$ cat config.mk
export PLATFORM = sky130hd
export DESIGN_NAME = ipc_doorbell_reg
export DESIGN_NICKNAME = d
export VERILOG_FILES = /design/src/rtl/ipc_pkg.sv /design/src/rtl/ipc_enable_bits.sv /design/src/rtl/ipc_halt_ctl.sv /design/src/rtl/ipc_doorbell.sv /design/src/rtl/ipc_doorbell_reg.sv
export SDC_FILE = /design/constraint.sdc
export NUM_CORES = 1
export LEC_CHECK = 0
export ABC_CLOCK_PERIOD_IN_PS = 1700
export BUFFER_PORTS_ARGS = -buffer_cell sky130_fd_sc_hd__buf_2
export CORE_MARGIN = 1
export CORE_UTILIZATION = 31
export CTS_BUF_LIST = sky130_fd_sc_hd__clkbuf_16
export CTS_CLUSTER_SIZE = 24
export DETAILED_ROUTE_END_ITERATION = 8
export GPL_ROUTABILITY_DRIVEN = 1
export HOLD_SLACK_MARGIN = 0.06
export PLACE_DENSITY = 0.82
export SYNTH_ARGS = -nofsm -noshare
export SYNTH_HDL_FRONTEND = slang
export SYNTH_SLANG_ARGS = --single-unit
export TNS_END_PERCENT = 100
$ cat constraint.sdc
create_clock -name clk -period 1.7 [get_ports clk]
set_clock_uncertainty 0.15 [all_clocks]
set_input_delay 0.085 -clock clk [delete_from_list [all_inputs] [get_ports clk]]
set_output_delay 0.085 -clock clk [all_outputs]
set_load 0.01 [all_outputs]
$ cat src/rtl/ipc_pkg.sv
package ipc_pkg;
  localparam int REG_W   = 16;
  localparam int LANE_W  = 8;
  localparam int LANES   = REG_W / LANE_W;
  localparam int POS_PERR = 15;
  localparam int POS_HALT = 8;
  localparam int POS_IE   = 6;
  localparam int POS_EAE  = 5;
  localparam int POS_RQ   = 0;
  localparam int LANE_HALT = POS_HALT / LANE_W;
  localparam int LANE_CTL  = POS_IE / LANE_W;
endpackage

$ cat src/rtl/ipc_enable_bits.sv
module ipc_enable_bits (
  input  logic clk,
  input  logic rst_n,
  input  logic dc_ok,
  input  logic bus_init_wr,
  input  logic local_master,
  input  logic wr_en,
  input  logic lane_en,
  input  logic wr_ie,
  input  logic wr_eae,
  output logic ie_d,
  output logic ie_q,
  output logic eae_q
);
  logic clr, load, eae_d;

  assign clr  = !dc_ok || bus_init_wr;
  assign load = wr_en && lane_en && local_master;

  always_comb begin
    ie_d  = ie_q;
    eae_d = eae_q;
    if (clr) begin
      ie_d  = 1'b0;
      eae_d = 1'b0;
    end else if (load) begin
      ie_d  = wr_ie;
      eae_d = wr_eae;
    end
  end

  always_ff @(posedge clk or negedge rst_n) begin
    if (!rst_n) begin
      ie_q  <= 1'b0;
      eae_q <= 1'b0;
    end else begin
      ie_q  <= ie_d;
      eae_q <= eae_d;
    end
  end

  assert_bus_clear_R5: assert property (@(posedge clk) disable iff (!rst_n)
    (!dc_ok || bus_init_wr) |=> (!ie_q && !eae_q));
  assert_ext_write_ignored_R4: assert property (@(posedge clk) disable iff (!rst_n)
    (wr_en && !local_master && dc_ok && !bus_init_wr) |=> ($stable(ie_q) && $stable(eae_q)));
endmodule

$ cat src/rtl/ipc_halt_ctl.sv
module ipc_halt_ctl (
  input  logic clk,
  input  logic rst_n,
  input  logic is_aux,
  input  logic wr_en,
  input  logic lane_en,
  input  logic wr_bit,
  output logic halt_q
);
  logic halt_d;

  always_comb begin
    halt_d = halt_q;
    if (!is_aux)
      halt_d = 1'b0;
    else if (wr_en && lane_en)
      halt_d = wr_bit;
  end

  always_ff @(posedge clk or negedge rst_n) begin
    if (!rst_n) halt_q <= 1'b0;
    else        halt_q <= halt_d;
  end

  assert_arbiter_no_halt_R3: assert property (@(posedge clk) disable iff (!rst_n)
    !is_aux |=> !halt_q);
endmodule

$ cat src/rtl/ipc_doorbell.sv
module ipc_doorbell (
  input  logic clk,
  input  logic rst_n,
  input  logic ie_q,
  input  logic ie_d,
  input  logic set_wr,
  input  logic grant,
  output logic req_q
);
  logic set_ok, req_d;

  assign set_ok = set_wr && ie_q;

  always_comb begin
    req_d = req_q;
    if (set_ok)     req_d = 1'b1;
    else if (grant) req_d = 1'b0;
    if (!ie_d)      req_d = 1'b0;
  end

  always_ff @(posedge clk or negedge rst_n) begin
    if (!rst_n) req_q <= 1'b0;
    else        req_q <= req_d;
  end

  assert_held_clear_R7: assert property (@(posedge clk) disable iff (!rst_n)
    !ie_q |-> !req_q);
  assert_grant_clears_R7: assert property (@(posedge clk) disable iff (!rst_n)
    (req_q && grant && !set_wr) |=> !req_q);
  assert_no_spurious_set_R6: assert property (@(posedge clk) disable iff (!rst_n)
    (!req_q && !set_wr) |=> !req_q);
endmodule

$ cat src/rtl/ipc_doorbell_reg.sv
module ipc_doorbell_reg
  import ipc_pkg::*;
#(
  parameter int VEC_W = 10,
  parameter logic [VEC_W-1:0] IRQ_VECTOR = 10'h204,
  parameter int LVL_W = 5,
  parameter logic [LVL_W-1:0] IRQ_LEVEL = 5'h14
) (
  input  logic                 clk,
  input  logic                 rst_n,
  input  logic                 is_aux,
  input  logic                 local_master,
  input  logic                 dc_ok,
  input  logic                 bus_init_wr,
  input  logic                 wr_en,
  input  logic [LANES-1:0]     wr_strobe,
  input  logic [REG_W-1:0]     wr_data,
  output logic [REG_W-1:0]     rd_data,
  input  logic                 dma_parity_err,
  input  logic                 irq_grant,
  output logic                 irq_req,
  output logic [VEC_W-1:0]     irq_vector,
  output logic [LVL_W-1:0]     irq_level,
  output logic                 halt_req,
  output logic                 mem_ext_en
);
  logic ie_d, ie_q, eae_q, halt_q, req_q, set_wr;

  assign set_wr = wr_en && wr_strobe[POS_RQ / LANE_W] && wr_data[POS_RQ];

  ipc_enable_bits u_enable (
    .clk(clk), .rst_n(rst_n), .dc_ok(dc_ok), .bus_init_wr(bus_init_wr),
    .local_master(local_master), .wr_en(wr_en), .lane_en(wr_strobe[LANE_CTL]),
    .wr_ie(wr_data[POS_IE]), .wr_eae(wr_data[POS_EAE]),
    .ie_d(ie_d), .ie_q(ie_q), .eae_q(eae_q)
  );

  ipc_halt_ctl u_halt (
    .clk(clk), .rst_n(rst_n), .is_aux(is_aux), .wr_en(wr_en),
    .lane_en(wr_strobe[LANE_HALT]), .wr_bit(wr_data[POS_HALT]), .halt_q(halt_q)
  );

  ipc_doorbell u_bell (
    .clk(clk), .rst_n(rst_n), .ie_q(ie_q), .ie_d(ie_d), .set_wr(set_wr),
    .grant(irq_grant), .req_q(req_q)
  );

  always_comb begin
    rd_data           = '0;
    rd_data[POS_PERR] = dma_parity_err;
    rd_data[POS_HALT] = halt_q;
    rd_data[POS_IE]   = ie_q;
    rd_data[POS_EAE]  = eae_q;
    rd_data[POS_RQ]   = req_q;
  end

  assign irq_req    = req_q;
  assign irq_vector = IRQ_VECTOR;
  assign irq_level  = IRQ_LEVEL;
  assign halt_req   = halt_q;
  assign mem_ext_en = eae_q;

  assert_req_needs_enable_R7: assert property (@(posedge clk) disable iff (!rst_n)
    irq_req |-> rd_data[POS_IE]);
endmodule

==> metrics, run 1 <==
result of the run=completed; IO Port Bufs=20; Mean Syn Cell Area=8.48 um2; detailed-route via count=318; sum of routed wire length over all layers=705 um; classification of the worst setup path=primary input to flop; launching instance or port of the critical path=wr_data[6]; sequential element share of the synthesized area=23.6%; Peak supply drop=0.398 mV; CTS clock-pin slew for the worst setup and hold paths=30 ps; most used cells in the layout excluding fill and tap cells=26 x conb_1, 20 x buf_2, 11 x dlygate4sd3_1; instance count of the mapped netlist=50; Hold Path Class=primary input to flop; total number of clock tree sinks=4; die area=1520 um2; growth of design area from synthesis to finish=37.8%; reg-to-reg setup timing slack=240 ps; area of the core region=1190 um2; number of violations reported at the end of detailed-routing iteration 0=0; number of buffers on the longest clock path=2; global-route wire length before repair=897 um; hold-critical path depth=3; Setup Viol. Count Final=0; Crit Reg-Reg Startpoint=u_enable.ie_q$_DFF_PN0_; nets@finish=106; crit path capture type=flop; Layout fillers=113; GRT Resource Usage Total=9.70%; Yosys warning count=0; largest net degree at the start of global routing=5; routed length per instance=7.75 um; count of state elements after synthesis=4; setup total negative slack=0 ps; data required time at the worst endpoint=1650 ps; Remaining Overflow, GRT=0; reported leakage power=0.000352 uW; n_diodes=0; TritonCTS clock tree=yes; clock root cell=clkbuf_16; number of nets with antenna violations after detailed routing=0; number of cells on the worst reg-to-reg path=3; RSZ-0062 raised after global routing=no; half-perimeter wire length after detailed placement=536 um; number of vias per cell=3.49; max-capacitance violation count=0; grt met1 use=8.04%; global-route track usage on met2=16.7%; gp weighted congestion=0.547; Pwr per Cell Area=910 nW/um2; boundary pin count=61; arrival time reported for the critical path endpoint=1530 ps; Pre-antenna DRT Iters=1; Starting Density=35.8%; startpoint of the lowest-slack hold path=wr_data[0]; cell area after technology mapping=424 um2; level count of the clock H-tree=1; # rows=12; final slew viol count=0; DIE WIDTH=39.0 um; largest fanout on the critical path=2; terminating pin of the worst hold path=u_bell.req_q$_DFFE_PN0P_; clk_lat worst skew=220 ps; floorplan die height=39.0 um; Max Clock Freq=0.632 GHz; busiest layer in global routing=met2; Fin. Hold Viols=0; Synth cell types=13; share of the clock period used by the worst path=93.1%; commonest non-fill, non-tap cell in the layout=conb_1; post-layout minimum cycle time=1580 ps; number of antenna violations at the first check in global routing=0; vias in the first global route=239; worst hold slack=74.0 ps; GR Layer Usage met3=5.20%; critical path startpoint category=primary input; CTS Buf Count=3; Reg2Reg Capture Point=u_enable.ie_q$_DFF_PN0_; share of final-layout standard cells stronger than drive strength 1=31.2%; DR DRC count=0
synth_stat cells:
library cell | number | area, um2
conb_1 | 2 | 7.51
buf_4 | 31 | 233
a21boi_0 | 1 | 7.51
nor2b_1 | 1 | 6.26
nand2b_1 | 1 | 6.26
nor3_1 | 1 | 5.00
dfrtp_1 | 4 | 100
nand3_1 | 1 | 5.00
nand3_2 | 1 | 10.0
mux2i_1 | 2 | 20.0
a41oi_1 | 1 | 8.76
nand2_1 | 2 | 7.51
nor2_1 | 2 | 7.51
logic make-up (layout without fill, tap and decap cells):
kind of cell / count (synthesis) / after routing / share of synthesized area, %
buffers and inverters: 31 / 34 / 54.9
AND/OR/NAND/NOR: 9 / 9 / 11.2
flip-flops: 4 / 4 / 23.6
other: 2 / 26 / 1.77
AO/OA/AOI/OAI: 2 / 2 / 3.84
multiplexers: 2 / 2 / 4.72
metal layers:
metal | vias up | wire length [um] | part of all wire, %
li1 | 157 | - | -
met5 | - | 0 | 0
met3 | 0 | 90 | 13
met2 | 28 | 380 | 54
met1 | 133 | 234 | 33
met4 | 0 | 0 | 0
stage by stage:
step	worst slack, ps	cell area [um2]	std cells	power (uW)	util, %
2_1_floorplan	693	514	74	182	-
3_3_place_gp	708	399	77	154	33.6
3_5_place_dp	706	399	77	155	33.6
4_1_cts	136	584	91	536	49.3
5_1_grt	65.9	584	91	555	49.3
6_report	118	584	91	532	49.3
worst max-delay path by stage:
stage / to / slack (ps) / cells after the start
2_1_floorplan: u_bell.req_q$_DFFE_PN0P_ / 690 / 3
3_3_place_gp: u_bell.req_q$_DFFE_PN0P_ / 710 / 3
3_5_place_dp: u_bell.req_q$_DFFE_PN0P_ / 710 / 3
4_1_cts: u_enable.ie_q$_DFF_PN0_ / 140 / 5
5_1_grt: u_enable.ie_q$_DFF_PN0_ / 70 / 5
6_report: u_enable.ie_q$_DFF_PN0_ / 120 / 5
timing repair:
action                    in CTS  in global routing
hold endpoints to repair       9                  0
setup buffers                  0                  0
hold buffers                  11                  0
resized for setup              0                  0
flip-flops by register name (all words and copies together) (netlist names):
name and count:
u_bell.req_q 1, u_enable.eae_q 1, u_enable.ie_q 1, u_halt.halt_q 1
power breakdown:
part           total [uW]  internal, uW  switching (uW)
Combinational        72.9          30.3            42.5
Sequential           98.7          97.6            1.10
Clock                 360           300            60.1
Total                 532           428             104
worst max-delay path, stage by stage:
cell           delay, ps
dlygate4sd3_1        540
buf_2                120
mux2i_1              170
nor2_1                60
dlygate4sd3_1        560
cell type report:
cell class	count	area (um2)	area share (%)
repair buffers	31	210	36.0
multi-input cells	39	181	31.0
flip-flops and latches	4	100	17.1
clock buffers	3	75.1	12.8
well taps	14	17.5	3.00
Power figures use the tool's default switching activity.
==> inputs of run 2 (changes only) <==
--- a/config.mk
+++ b/config.mk
@@ -7,14 +7,16 @@
 export LEC_CHECK = 0
 export ABC_CLOCK_PERIOD_IN_PS = 1700
 export BUFFER_PORTS_ARGS = -buffer_cell sky130_fd_sc_hd__buf_2
+export CELL_PAD_IN_SITES_DETAIL_PLACEMENT = 0
+export CELL_PAD_IN_SITES_GLOBAL_PLACEMENT = 1
 export CORE_MARGIN = 1
-export CORE_UTILIZATION = 31
+export CORE_UTILIZATION = 18
 export CTS_BUF_LIST = sky130_fd_sc_hd__clkbuf_16
 export CTS_CLUSTER_SIZE = 24
 export DETAILED_ROUTE_END_ITERATION = 8
 export GPL_ROUTABILITY_DRIVEN = 1
 export HOLD_SLACK_MARGIN = 0.06
-export PLACE_DENSITY = 0.82
+export PLACE_DENSITY = 0.79
 export SYNTH_ARGS = -nofsm -noshare
 export SYNTH_HDL_FRONTEND = slang
 export SYNTH_SLANG_ARGS = --single-unit
==> run 2 against run 1 <==
Against the previous run: largest cell class unchanged; first-iteration DRC count stayed put; maximum frequency grew 1.6%; flip-flop and latch count did not move; sequential share of layout area down 0.22 points; utilization is 23 points lower; wire length grew 3.0%; total power decreased by 0.88%; count of clock-buffer cells in the layout did not move; global-route usage shrank 4.1 points.
==> metrics, run 2 (same netlist as run 1, synthesis figures left out) <==
result of the run=completed (unchanged); commonest non-fill, non-tap cell in the layout=conb_1 (unchanged); crit path cell chain=dlygate4sd3_1 -> buf_2 -> mux2i_1 -> nor2_1 -> dlygate4sd3_1 (unchanged); Power, Total=527 uW (was 532 uW); Max stage delay on crit path=560 ps (about the same); post-layout minimum cycle time=1560 ps (was 1580 ps); detailed-route via count=317 (was 318); number of nets with antenna violations after detailed routing=0 (unchanged); Max Clock Freq=0.642 GHz (was 0.632 GHz); data required time at the worst endpoint=1650 ps (about the same); clk_lat worst skew=220 ps (about the same); number of violations reported at the end of detailed-routing iteration 0=0 (unchanged); DIE WIDTH=50.5 um (was 39.0 um); Pre-antenna DRT Iters=1 (unchanged); Most common cell on crit path=dlygate4sd3_1 (unchanged); max-capacitance violation count=0 (unchanged); sum of routed wire length over all layers=726 um (was 705 um); # rows=17 (was 12); routed length per instance=6.98 um (was 7.75 um); clock root cell=clkbuf_16 (unchanged); global-route wire length before repair=993 um (was 897 um); number of buffers on the longest clock path=2 (unchanged); classification of the worst setup path=primary input to flop (unchanged); TritonCTS clock tree=yes (unchanged); setup total negative slack=0 ps (unchanged); gp weighted congestion=0.610 (was 0.547); critical path startpoint category=primary input (unchanged); Setup Viol. Count Final=0 (unchanged); Remaining Overflow, GRT=0 (unchanged); crit path buf inv count=3 (unchanged); Hold Path Class=primary input to async pin (was primary input to flop); largest fanout on the critical path=2 (unchanged); growth of design area from synthesis to finish=39.5% (was 37.8%); CTS clock-pin slew for the worst setup and hold paths=30 ps (about the same); half-perimeter wire length after detailed placement=569 um (was 536 um); area of the core region=2210 um2 (was 1190 um2); DR DRC count=0 (unchanged); vias in the first global route=257 (was 239); number of antenna violations at the first check in global routing=0 (unchanged); RSZ-0062 raised after global routing=no (unchanged); boundary pin count=61 (unchanged); Starting Density=19.2% (was 35.8%); reported leakage power=0.000347 uW (was 0.000352 uW); Peak supply drop=0.636 mV (was 0.398 mV); crit path capture type=flop (unchanged); nets@finish=105 (was 106); critical path's top delay family=buffers and inverters (unchanged); share of final-layout standard cells stronger than drive strength 1=31.6% (was 31.2%); cell at the slowest stage of the critical path=dlygate4sd3_1 (unchanged); most used cells in the layout excluding fill and tap cells=26 x conb_1, 20 x buf_2, 10 x dlygate4sd3_1 (was 26 x conb_1, 20 x buf_2, 11 x dlygate4sd3_1); floorplan die height=50.5 um (was 39.0 um); IO Port Bufs=20 (unchanged); total number of clock tree sinks=4 (unchanged); share of the clock period used by the worst path=91.6% (was 93.1%); die area=2550 um2 (was 1520 um2); level count of the clock H-tree=1 (unchanged); final slew viol count=0 (unchanged); arrival time reported for the critical path endpoint=1500 ps (was 1530 ps); CTS Buf Count=3 (unchanged); number of gates resized after cts=0 (unchanged); Pwr per Cell Area=890 nW/um2 (was 910 nW/um2); number of buffers inserted by post-CTS setup repair=0 (unchanged); post-cts hold buffer count=10 (was 11); n_diodes=0 (unchanged); GRT Resource Usage Total=5.60% (was 9.70%); Fin. Hold Viols=0 (unchanged); worst hold slack=49.2 ps (was 74.0 ps); largest net degree at the start of global routing=5 (unchanged); number of vias per cell=3.05 (was 3.49); reg-to-reg setup timing slack=240 ps (about the same)
==> run 2: worst paths after layout <==
check	startpoint	endpoint	cells after the start
max	wr_data[6]	u_enable.ie_q$_DFF_PN0_	5
min	rst_n	u_bell.req_q$_DFFE_PN0P_	2
max reg2reg	u_enable.ie_q$_DFF_PN0_	u_enable.ie_q$_DFF_PN0_	3
min reg2reg	u_enable.ie_q$_DFF_PN0_	u_bell.req_q$_DFFE_PN0P_	2
max in group asynchronous	rst_n	u_enable.eae_q$_DFFE_PN0P_	2
min in group clk	wr_data[0]	u_bell.req_q$_DFFE_PN0P_	3
==> run 2: cell type report <==
type	instances	area, um2
clock buffer	3	75.1
fill	254	1620
multi-input combinational	39	181
sequential	4	100
tap	28	35.0
timing repair buffer	30	200
==> run 2: per-layer routing <==
layer	part of all wire [%]	wire length [um]	vias up	GRT usage, %
li1	-	-	153	-
met1	35	253	145	4.72
met2	53	388	19	10.0
met3	12	84	0	5.45
met4	0	0	0	0
met5	0	0	-	0
==> run 2: per-stage QoR <==
step,instances,utilization [%],setup slack (ps),instance area (um2)
final,104,26.8,143,592
after global routing,104,26.8,58.0,592
after CTS,104,26.8,149,592
after detailed placement,91,18.8,687,417
after global placement,91,18.8,699,417
after floorplan,74,-,693,514
==> run 2: worst reg2reg max path, cell delays in order, from the launching register on <==
cell           delay [ps]
dfrtp_1               380
mux2i_1               180
nor2_1                 60
dlygate4sd3_1         560
==> run 2: power breakdown <==
group | internal, uW | switching, uW
combinational | 28.9 | 42.7
sequential | 97.6 | 1.18
clock | 300 | 56.9
==> inputs of run 3 (changes only) <==
--- a/config.mk
+++ b/config.mk
@@ -17,6 +17,7 @@
 export GPL_ROUTABILITY_DRIVEN = 1
 export HOLD_SLACK_MARGIN = 0.06
 export PLACE_DENSITY = 0.79
+export REMOVE_ABC_BUFFERS = 1
 export SYNTH_ARGS = -nofsm -noshare
 export SYNTH_HDL_FRONTEND = slang
 export SYNTH_SLANG_ARGS = --single-unit
==> run 3 against run 2 <==
Against the previous run: non-clock buffer count increased by 1; worst hold slack improved by 7.4 ps; wire length decreased by 2.6%; first-iteration DRC count is the same; cell area rose by 1.7%; register-to-register slack about the same; count of clock-buffer cells in the layout stayed put; critical path depth stayed put; flip-flop and latch count stayed put; utilization increased by 0.45 points; critical path type unchanged; critical endpoint unchanged; highest routed layer is now met4.
==> metrics, run 3 (same netlist as run 1, synthesis figures left out) <==
result of the run=completed (unchanged); largest net degree at the start of global routing=5 (unchanged); DR DRC count=0 (unchanged); TritonCTS clock tree=yes (unchanged); global-route wire length before repair=903 um (was 993 um); final slew viol count=0 (unchanged); data required time at the worst endpoint=1650 ps (about the same); number of vias per cell=3.13 (was 3.05); max-capacitance violation count=0 (unchanged); area of the core region=2210 um2 (unchanged); clock root cell=clkbuf_16 (unchanged); critical path startpoint category=primary input (unchanged); Layout fillers=243 (was 254); arrival time reported for the critical path endpoint=1510 ps (was 1500 ps); DIE WIDTH=50.5 um (unchanged); CTS clock-pin slew for the worst setup and hold paths=30 ps (about the same); boundary pin count=61 (unchanged); Fin. Hold Viols=0 (unchanged); Peak supply drop=0.525 mV (was 0.636 mV); IO Port Bufs=20 (unchanged); Setup Viol. Count Final=0 (unchanged); Hold Path Class=primary input to flop (was primary input to async pin); total number of clock tree sinks=4 (unchanged); post-layout minimum cycle time=1560 ps (about the same); clk_lat worst skew=220 ps (about the same); commonest non-fill, non-tap cell in the layout=conb_1 (unchanged); vias in the first global route=238 (was 257); Max Clock Freq=0.642 GHz (about the same); sum of routed wire length over all layers=707 um (was 726 um); die area=2550 um2 (unchanged); number of nets with antenna violations after detailed routing=0 (unchanged); number of antenna violations at the first check in global routing=0 (unchanged); number of violations reported at the end of detailed-routing iteration 0=0 (unchanged); half-perimeter wire length after detailed placement=522 um (was 569 um); nets@finish=106 (was 105); largest fanout on the critical path=2 (unchanged); RSZ-0062 raised after global routing=no (unchanged); Starting Density=19.2% (unchanged); reported leakage power=0.000352 uW (was 0.000347 uW); n_diodes=0 (unchanged); detailed-route via count=329 (was 317); share of the clock period used by the worst path=91.6% (about the same); setup total negative slack=0 ps (unchanged); GRT Resource Usage Total=5.16% (was 5.60%); Power, Total=538 uW (was 527 uW); level count of the clock H-tree=1 (unchanged); number of buffers on the longest clock path=2 (unchanged); most used cells in the layout excluding fill and tap cells=26 x conb_1, 20 x buf_2, 11 x dlygate4sd3_1 (was 26 x conb_1, 20 x buf_2, 10 x dlygate4sd3_1); crit path capture type=flop (unchanged); gp weighted congestion=0.637 (was 0.610); classification of the worst setup path=primary input to flop (unchanged); Pre-antenna DRT Iters=1 (unchanged); number of buffers inserted by post-CTS setup repair=0 (unchanged); Remaining Overflow, GRT=0 (unchanged); # rows=17 (unchanged); growth of design area from synthesis to finish=41.9% (was 39.5%); CTS Buf Count=3 (unchanged); Pwr per Cell Area=894 nW/um2 (was 890 nW/um2); floorplan die height=50.5 um (unchanged); routed length per instance=6.73 um (was 6.98 um); share of final-layout standard cells stronger than drive strength 1=31.2% (was 31.6%)
==> run 3: what timing repair did <==
| item | in CTS | in global routing |
|---|---|---|
| hold endpoints to repair | 9 | 0 |
| resized for setup | 0 | 0 |
| hold buffers | 11 | 0 |
==> run 3: where the power goes <==
part / total (uW) / internal (uW) / switching [uW]
Combinational: 73.4 / 30.4 / 43.0
Sequential: 98.8 / 97.6 / 1.22
Clock: 366 / 300 / 65.2
==> run 3: layout make-up <==
cell class                      count  area (um2)  area share, %
Sequential cell                     4         100           16.6
Clock buffer                        3        75.1           12.5
Tap cell                           28        35.0           5.82
Timing Repair Buffer               31         210           34.9
Multi-Input combinational cell     39         181           30.1
==> run 3: final timing paths <==
check                                              from                         to  slack [ps]  cells after the start
worst min-delay path                         wr_data[0]   u_bell.req_q$_DFFE_PN0P_          60                      3
worst max register to register  u_enable.ie_q$_DFF_PN0_    u_enable.ie_q$_DFF_PN0_         250                      3
worst min register to register  u_enable.ie_q$_DFF_PN0_   u_bell.req_q$_DFFE_PN0P_         500                      2
min in group asynchronous                         rst_n  u_halt.halt_q$_DFFE_PN0P_         620                      3
max in group asynchronous                         rst_n    u_enable.ie_q$_DFF_PN0_         600                      3
worst max-delay path                         wr_data[6]    u_enable.ie_q$_DFF_PN0_         140                      5
==> run 3: critical path: stages <==
cell           delay (ps)
dlygate4sd3_1         530
buf_2                 120
mux2i_1               170
nor2_1                 50
dlygate4sd3_1         550
==> run 3: through the flow <==
stage / hold slack, ps / instance area [um2] / worst slack (ps) / utilization [%] / instances
floorplan: -361 / 282 / 647 / - / 43
global placement: -256 / 417 / 694 / 18.8 / 91
detailed placement: -254 / 417 / 684 / 18.8 / 91
CTS: 69.6 / 602 / 143 / 27.2 / 105
global route: 94.4 / 602 / 74.9 / 27.2 / 105
finish: 56.5 / 602 / 144 / 27.2 / 105
==> run 3: metal layers <==
layer	vias to the layer above	track usage [%]	wire length, um
met3	2	3.64	60
met5	-	0	0
li1	154	-	-
met4	0	2.78	17
met1	152	4.72	265
met2	21	8.44	363
